==> config.mk <==
export PLATFORM = sky130hd
export DESIGN_NAME = i2c_chan_sel
export DESIGN_NICKNAME = d
export VERILOG_FILES = /design/src/rtl/i2c_chan_sel.sv
export SDC_FILE = /design/constraint.sdc
export NUM_CORES = 1
export LEC_CHECK = 0
export ABC_AREA = 1
export ABC_CLOCK_PERIOD_IN_PS = 4000
export CORE_ASPECT_RATIO = 0.8
export CORE_MARGIN = 2
export CORE_UTILIZATION = 35
export CTS_CLUSTER_SIZE = 28
export DETAILED_ROUTE_END_ITERATION = 6
export SYNTH_ARGS = -nofsm -noshare
export SYNTH_HDL_FRONTEND = slang
export SYNTH_SLANG_ARGS = --single-unit
==> constraint.sdc <==
create_clock -name clk -period 4 [get_ports clk]
set_input_delay 0.8 -clock clk [delete_from_list [all_inputs] [get_ports clk]]
set_output_delay 0.8 -clock clk [all_outputs]
set_load 0.03 [all_outputs]
==> src/rtl/i2c_chan_sel.sv <==
module i2c_chan_sel #(
  parameter logic [3:0] ADDR_HI = 4'b1110
) (
  input  logic       clk,
  input  logic       rst_n,
  input  logic       scl_i,
  input  logic       sda_i,
  input  logic [2:0] strap_i,
  input  logic [3:0] irq_n_i,
  output logic       sda_oe_o,
  output logic [3:0] chan_en_o,
  output logic       irq_n_o
);
  localparam int NCH = 4;
  localparam int SELW = $clog2(NCH);

  typedef enum logic [2:0] {
    S_IDLE, S_ADDR, S_AACK, S_WDATA, S_WACK, S_RDATA, S_RACK, S_IGN
  } st_t;

  logic [2:0] scl_sh, sda_sh;
  logic       scl_s, scl_q, sda_s, sda_q;
  logic       start_det, stop_det, scl_rise, scl_fall;

  st_t        st;
  logic [2:0] cnt;
  logic [7:0] shr, txb;
  logic       byte_done, rw, mack, oe;
  logic [2:0] ctrl_q;
  logic [NCH-1:0] chan_en_q;
  logic [7:0] rdval;
  logic [NCH-1:0] sel_dec;

  always_ff @(posedge clk or negedge rst_n)
    if (!rst_n) begin
      scl_sh <= 3'b111;
      sda_sh <= 3'b111;
    end else begin
      scl_sh <= {scl_sh[1:0], scl_i};
      sda_sh <= {sda_sh[1:0], sda_i};
    end

  assign scl_s = scl_sh[1];
  assign scl_q = scl_sh[2];
  assign sda_s = sda_sh[1];
  assign sda_q = sda_sh[2];
  assign start_det = scl_s & scl_q & sda_q & ~sda_s;
  assign stop_det  = scl_s & scl_q & ~sda_q & sda_s;
  assign scl_rise  = scl_s & ~scl_q;
  assign scl_fall  = ~scl_s & scl_q;

  assign rdval   = {~irq_n_i, 1'b0, ctrl_q};
  assign sel_dec = ctrl_q[2] ? (NCH'(1) << ctrl_q[SELW-1:0]) : '0;

  always_ff @(posedge clk or negedge rst_n)
    if (!rst_n) begin
      st <= S_IDLE;
      cnt <= '0;
      shr <= '0;
      txb <= '0;
      byte_done <= 1'b0;
      rw <= 1'b0;
      mack <= 1'b0;
      oe <= 1'b0;
      ctrl_q <= '0;
      chan_en_q <= '0;
    end else if (start_det) begin
      st <= S_ADDR;
      cnt <= '0;
      byte_done <= 1'b0;
      oe <= 1'b0;
    end else if (stop_det) begin
      st <= S_IDLE;
      oe <= 1'b0;
      byte_done <= 1'b0;
      chan_en_q <= sel_dec;
    end else begin
      case (st)
        S_ADDR, S_WDATA: begin
          if (scl_rise) begin
            shr <= {shr[6:0], sda_s};
            cnt <= cnt + 3'd1;
            if (cnt == 3'd7) begin
              byte_done <= 1'b1;
              if (st == S_WDATA) ctrl_q <= {shr[1:0], sda_s};
            end
          end else if (scl_fall && byte_done) begin
            byte_done <= 1'b0;
            if (st == S_WDATA) begin
              oe <= 1'b1;
              st <= S_WACK;
            end else if (shr[7:1] == {ADDR_HI, strap_i}) begin
              rw <= shr[0];
              oe <= 1'b1;
              st <= S_AACK;
            end else begin
              st <= S_IGN;
            end
          end
        end
        S_AACK: if (scl_fall) begin
          cnt <= '0;
          if (rw) begin
            st <= S_RDATA;
            txb <= rdval;
            oe <= ~rdval[7];
          end else begin
            st <= S_WDATA;
            oe <= 1'b0;
          end
        end
        S_WACK: if (scl_fall) begin
          oe <= 1'b0;
          cnt <= '0;
          st <= S_WDATA;
        end
        S_RDATA: if (scl_fall) begin
          if (cnt == 3'd7) begin
            oe <= 1'b0;
            cnt <= '0;
            st <= S_RACK;
          end else begin
            txb <= {txb[6:0], 1'b0};
            oe <= ~txb[6];
            cnt <= cnt + 3'd1;
          end
        end
        S_RACK: begin
          if (scl_rise) mack <= ~sda_s;
          else if (scl_fall) begin
            if (mack) begin
              st <= S_RDATA;
              txb <= rdval;
              oe <= ~rdval[7];
            end else begin
              st <= S_IGN;
            end
          end
        end
        default: ;
      endcase
    end

  assign sda_oe_o  = oe;
  assign chan_en_o = chan_en_q;
  assign irq_n_o   = &irq_n_i;

  p_en_onehot_r4: assert property (@(posedge clk) disable iff (!rst_n)
    $onehot0(chan_en_o));

  p_en_at_stop_r5: assert property (@(posedge clk) disable iff (!rst_n)
    !$stable(chan_en_o) |-> $past(stop_det));

  p_ctrl_in_write_r3: assert property (@(posedge clk) disable iff (!rst_n)
    !$stable(ctrl_q) |-> $past(st == S_WDATA));

  p_oe_scl_low_r1: assert property (@(posedge clk) disable iff (!rst_n)
    !$stable(sda_oe_o) |-> $past(!scl_s));
endmodule

==> results of run 1 <==
[Yosys cell counts, types with 4 or more instances]
library cell,instances
o21ai_0,28
nor3_1,4
nand2_1,91
dfstp_2,6
o21ai_1,6
nand3_1,15
inv_1,44
nor2_1,15
dfrtp_1,32
[per-layer routing]
| layer | share of wire (%) | GRT usage [%] | up-vias |
|---|---|---|---|
| met1 | 53 | 18.3 | 705 |
| met5 | 0 | 0 | - |
| met4 | 0.71 | 3.13 | 0 |
| met3 | 4.4 | 3.78 | 2 |
| li1 | - | - | 841 |
| met2 | 42 | 20.0 | 29 |
[through the flow]
step	utilization, %	power (W)
finish	41.6	0.00128
global route	41.6	0.00141
CTS	41.6	0.00130
detailed placement	39.9	0.00103
global placement	39.9	0.00102
floorplan	-	0.000913
[registers in the layout, indices dropped and copies added (netlist names)]
register,flops
sda_oe_o,1
scl_sh,3
shr,8
cnt,3
st,3
byte_done,1
rw,1
chan_en_o,4
ctrl_q,3
txb,7
mack,1
sda_sh,3
[final timing paths]
check	slack, ns	cells past startpoint	startpoint	end
min	0.36	0	scl_sh[0]	scl_sh[1]
min reg2reg	0.36	0	scl_sh[0]	scl_sh[1]
min in group asynchronous	0.61	1	rst_n	chan_en_o[0]
max reg2reg	1.95	8	cnt[0]	txb[0]
max	1.04	4	irq_n_i[3]	irq_n_o
max in group asynchronous	2.86	1	rst_n	cnt[1]
[worst max-delay path, cell delays in order]
cell and delay [ns]:
clkdlybuf4s50_1 0.49, nand2_1 0.06, nor3_1 0.12, clkdlybuf4s50_1 0.69
[area by class of cell]
type                            instances  share of cell area, %
Sequential cell                        38                   42.9
Multi-Input combinational cell        172                   34.7
Clock inverter                          1                  0.224
Clock buffer                            7                   3.86
Timing Repair Buffer                   16                   6.94
Inverter                               46                   7.73
Tap cell                               65                   3.64
[cell families after synthesis]
group	Yosys count
AO/OA/AOI/OAI	35
adder cells (fa/ha/maj)	2
buffers and inverters	50
flip-flops	38
AND/OR/NAND/NOR	135
[power groups by stage]
stage,clock (W),sequential (W),combinational (W)
final,0.000266,0.000531,0.000488
after global routing,0.000296,0.000545,0.000571
after CTS,0.000278,0.000532,0.000493
after detailed placement,0,0.000538,0.000493
after global placement,0,0.000539,0.000482
after floorplan,0,0.000532,0.000380
==> run metrics, run 1 <==
status finished clean; io pins 17; max_cap viols 0; storage element area roughly 960 µm²; Synthesis Warnings 0; part of the power in the clock network a little over 20%; top_reg_cell synth dfrtp_1; Synth Area in Compound Gates 9.20%; residual DRC count 0; Sw Ratio 39.6%; Peak Freq 0.337 GHz; crit path time final 2.96 ns; final setup margin 1.04 ns; Critical Path End Type output port; top cell type's share of synthesized area 41.5%; DIE WIDTH 87.1 µm; RSZ-0062 raised after global routing false; CTS tree done; Mapped Avg Cell Area roughly 7.4 µm²; dpl cells 337; Cells after Synth 260; commonest non-fill, non-tap cell in the layout nand2_1; CTS Hold Bufs 0; Cell Rows 24; simple-gate share of the synthesized area 29.7%; Core Area 0.00538 mm²; Multi-input gate area 776 µm²; routed vias/inst between 4 and 5; DR iter-0 viols 58; Comb pwr share 38.0%; worst hold path class reg -> reg; ys async rst share 100%; Filler Cell Count 568; PostCTS Resize Cnt 0; post-place setup slack around 1 ns; hold slack around 0.36 ns; GRT Residual Overflow 0; Routed WL per cell 10.6 µm; EDFF count, synth 0; worst-margin pin slew 0.824 ns; initial antenna violation count 0; WL final 3640 µm; post-synthesis sequential area ratio 49.6%; post-CTS setup buffer count 0; area delta synth->final 15.7%; Critical Path RT 3.20 ns; Post-DRT Antenna Nets 0; Leakage about 1.1 nW; Switch Pwr 0.000509 W; first-pass GRT wire length ~6300 µm; register bit total from synthesis 38; Worst slew margin ~45%; die area 0.00613 mm²; Placed Area 0.00214 mm²; layout cell share with drive strength beyond 1 8.21%; final hold viol count 0; Worst Setup Start Kind primary input; placer congestion estimate just under 0.9; DP HPWL 2720 µm; clock-pin slew on the worst setup and hold paths 0.06 ns; mux share of post-synthesis cell area 0%; worst-path fanout max 2; most frequent cells in the layout 91 x nand2_1, 44 x inv_1, 32 x dfrtp_1, 28 x o21ai_0; Max Slew Vio Count 0; later-pin clock latency in the skew report 0.28 ns; setup TNS 0 ns; period utilization 74.1%; Sink Count 38; Syn Nets 273; Detailed Routing Iterations Pass 1 4; critical path class in -> out; Flop pwr share 41.3%; number of H-tree levels 2; largest family of logic cells by synthesized area simple AND/OR/NAND/NOR gates; xor/xnor share of the synthesized area 0%; IR drop worst, VDD 0.000199 V; Cell variety after synth 21; P_int between 0.0007 and 0.0008 W; clock tree buffer depth 2; Setup-failing EPs final 0; Initial Util 35.9%; WP data arrival 2.16 ns; Finished Layout Cells 345; CTS Buf Count 5; largest net degree at the start of global routing 39; vias in the first global route 1,436; Via Count approximately 1,600; IO buf count 16; Synth area leader dfrtp_1; Die Ht between 70 and 80 µm; dominant cells by area after synthesis dfrtp_1 41%, nand2_1 18%, inv_1 8.5%; final instance area approximately 0.0022 mm²; Root Buffer clkbuf_8; Post-Synth Adder-Cell Area 1.30%; gr usage total 13.1%; ant diodes 0; PwrDens 575 mW/mm²; fin nets 292; Setup Skew 0.00798 ns; Synth Cell Area 0.00193 mm²
(Power assumes the default switching activity.)
==> run 2, diff against run 1 <==
Settings changed: ABC_CLOCK_PERIOD_IN_PS 4000 to 2400.
Clock period 4 ns to 2.4 ns, I/O delays scaled along.
==> run 2 against run 1 <==
  * Hold slack got worse by 0.083 ns
  * Sequential share of layout area decreased by 1.4 points
  * Power increased by 84%
  * Register-to-register slack got worse by 1.4 ns
  * Sequential cell count unchanged
  * Largest power group unchanged
==> run metrics, run 2 (synthesis gave the netlist of run 1 again) <==
clock tree buffer depth 2 (unchanged); WL final 3600 µm (was 3640 µm); gr usage total 13.5% (was 13.1%); WP data arrival 1.85 ns (was 2.16 ns); layout cell share with drive strength beyond 1 9.54% (was 8.21%); Cell Rows 24 (unchanged); initial antenna violation count 0 (unchanged); crit path time final around 2.3 ns; hold slack 0.274 ns (was 0.357 ns); DP HPWL 2620 µm (was 2720 µm); RSZ-0062 raised after global routing false (unchanged); first-pass GRT wire length 6490 µm (was 6310 µm); setup TNS 0 ns (unchanged); IR drop worst, VDD 0.000365 V (was 0.000199 V); largest net degree at the start of global routing 39 (unchanged); IO buf count 16 (unchanged); area delta synth->final 19.5% (was 15.7%); post-CTS setup buffer count 0 (unchanged); Worst slew margin 45.5% (was 45.1%); routed vias/inst 4.59 (was 4.57); Routed WL per cell 10.3 µm (was 10.6 µm); io pins 17 (unchanged); Biggest register shr (unchanged); GRT Residual Overflow 0 (unchanged); later-pin clock latency in the skew report 0.29 ns (was 0.28 ns); CTS tree done (unchanged); max reg flops 8 (unchanged); Critical Path End Type output port (unchanged); fin nets 295 (was 292); R2R Setup Slk 0.58 ns (was 1.95 ns); placer congestion estimate 0.904 (was 0.867); period utilization 97.3%; Sink Count 38 (unchanged); PostCTS Resize Cnt 0 (unchanged); CTS Buf Count 5 (unchanged); Root Buffer clkbuf_8 (unchanged); Setup Skew 0.00652 ns (was 0.00798 ns); most frequent cells in the layout 91 x nand2_1, 44 x inv_1, 32 x dfrtp_1, 28 x o21ai_0 (unchanged); vias in the first global route 1,534 (was 1,436); Filler Cell Count 538 (was 568); Post-DRT Antenna Nets 0 (unchanged); commonest non-fill, non-tap cell in the layout nand2_1 (unchanged); Max Slew Vio Count 0 (unchanged); residual DRC count 0 (unchanged); DIE WIDTH 87.1 µm (unchanged); Setup-failing EPs final 0 (unchanged); Detailed Routing Iterations Pass 1 4 (unchanged); Worst Setup Start Kind primary input (unchanged); number of H-tree levels 2 (unchanged); Critical Path RT 1.92 ns (was 3.20 ns); Die Ht 70.5 µm (unchanged); max_cap viols 0 (unchanged); DR iter-0 viols 108 (was 58); CTS Hold Bufs 0 (unchanged); ant diodes 0 (unchanged); Via Count 1,596 (was 1,577); clock-pin slew on the worst setup and hold paths 0.08 ns (was 0.06 ns); Initial Util 35.9% (unchanged); worst hold path class in -> async (was reg -> reg); Peak Freq 0.428 GHz; PwrDens 1030 mW/mm² (was 575 mW/mm²); worst-margin pin slew 0.817 ns (was 0.824 ns); critical path class in -> out (unchanged); Leakage 1.19 nW (was 1.15 nW); Core Area 0.00538 mm² (unchanged); die area 0.00613 mm² (unchanged); final hold viol count 0 (unchanged); worst-path fanout max 2 (unchanged); status finished clean (unchanged)
## run 2: cell types whose count changed in the layout (fill, tap and decap cells not counted), sizes merged
| cell | before | now |
|---|---|---|
| buf | 1 | 4 |
| bufinv | 0 | 2 |
| clkbuf | 7 | 6 |
| clkinv | 1 | 0 |
## run 2: final cells by class
cell class	count	area (µm²)	area share (%)
clock buffers	6	82.6	3.58
clock inverters	2	60.1	2.60
inverters	46	173	7.48
multi-input cells	172	776	33.6
flip-flops and latches	38	958	41.5
well taps	65	81.3	3.52
repair buffers	19	178	7.70
## run 2: power by group
part           internal, W  switching (W)  total, W  leakage (nW)
sequential        0.000784       0.000103  0.000887         0.484
combinational     0.000285       0.000530  0.000816         0.631
clock             0.000443       0.000223  0.000666        0.0714
total              0.00151       0.000857   0.00237          1.19
## run 2: per-layer routing
metal / vias to the layer above / GRT usage (%) / wire length, µm
met3: 6 / 4.26 / 237
met2: 43 / 19.7 / 1500
li1: 847 / - / -
met1: 700 / 18.0 / 1800
met5: - / 0 / 0
met4: 0 / 6.08 / 55
## run 2: final timing paths
| kind | startpoint | to | depth (start not counted) |
|---|---|---|---|
| min in group clk | scl_sh[0] | scl_sh[1] | 0 |
| worst max register to register | cnt[0] | txb[3] | 8 |
| worst min register to register | scl_sh[0] | scl_sh[1] | 0 |
| max in group asynchronous | rst_n | cnt[1] | 1 |
| worst max-delay path | irq_n_i[0] | irq_n_o | 4 |
| worst min-delay path | rst_n | chan_en_o[2] | 1 |
## run 2: stage by stage
stage               instance area, µm²  utilization (%)  setup WS (ns)  cells  power (W)
floorplan                         1930                -          0.719    260    0.00152
global placement                  2170             40.3         0.0800    340    0.00172
detailed placement                2170             40.3         0.0675    340    0.00172
CTS                               2310             42.9         0.0609    348    0.00240
global route                      2310             42.9         0.0389    348    0.00258
finish                            2310             42.9         0.0655    348    0.00237
## run 2: worst max-delay path: stages
cell             delay, ns
clkdlybuf4s50_1       0.47
inv_1                 0.05
nor3_1                0.17
clkdlybuf4s50_1       0.69
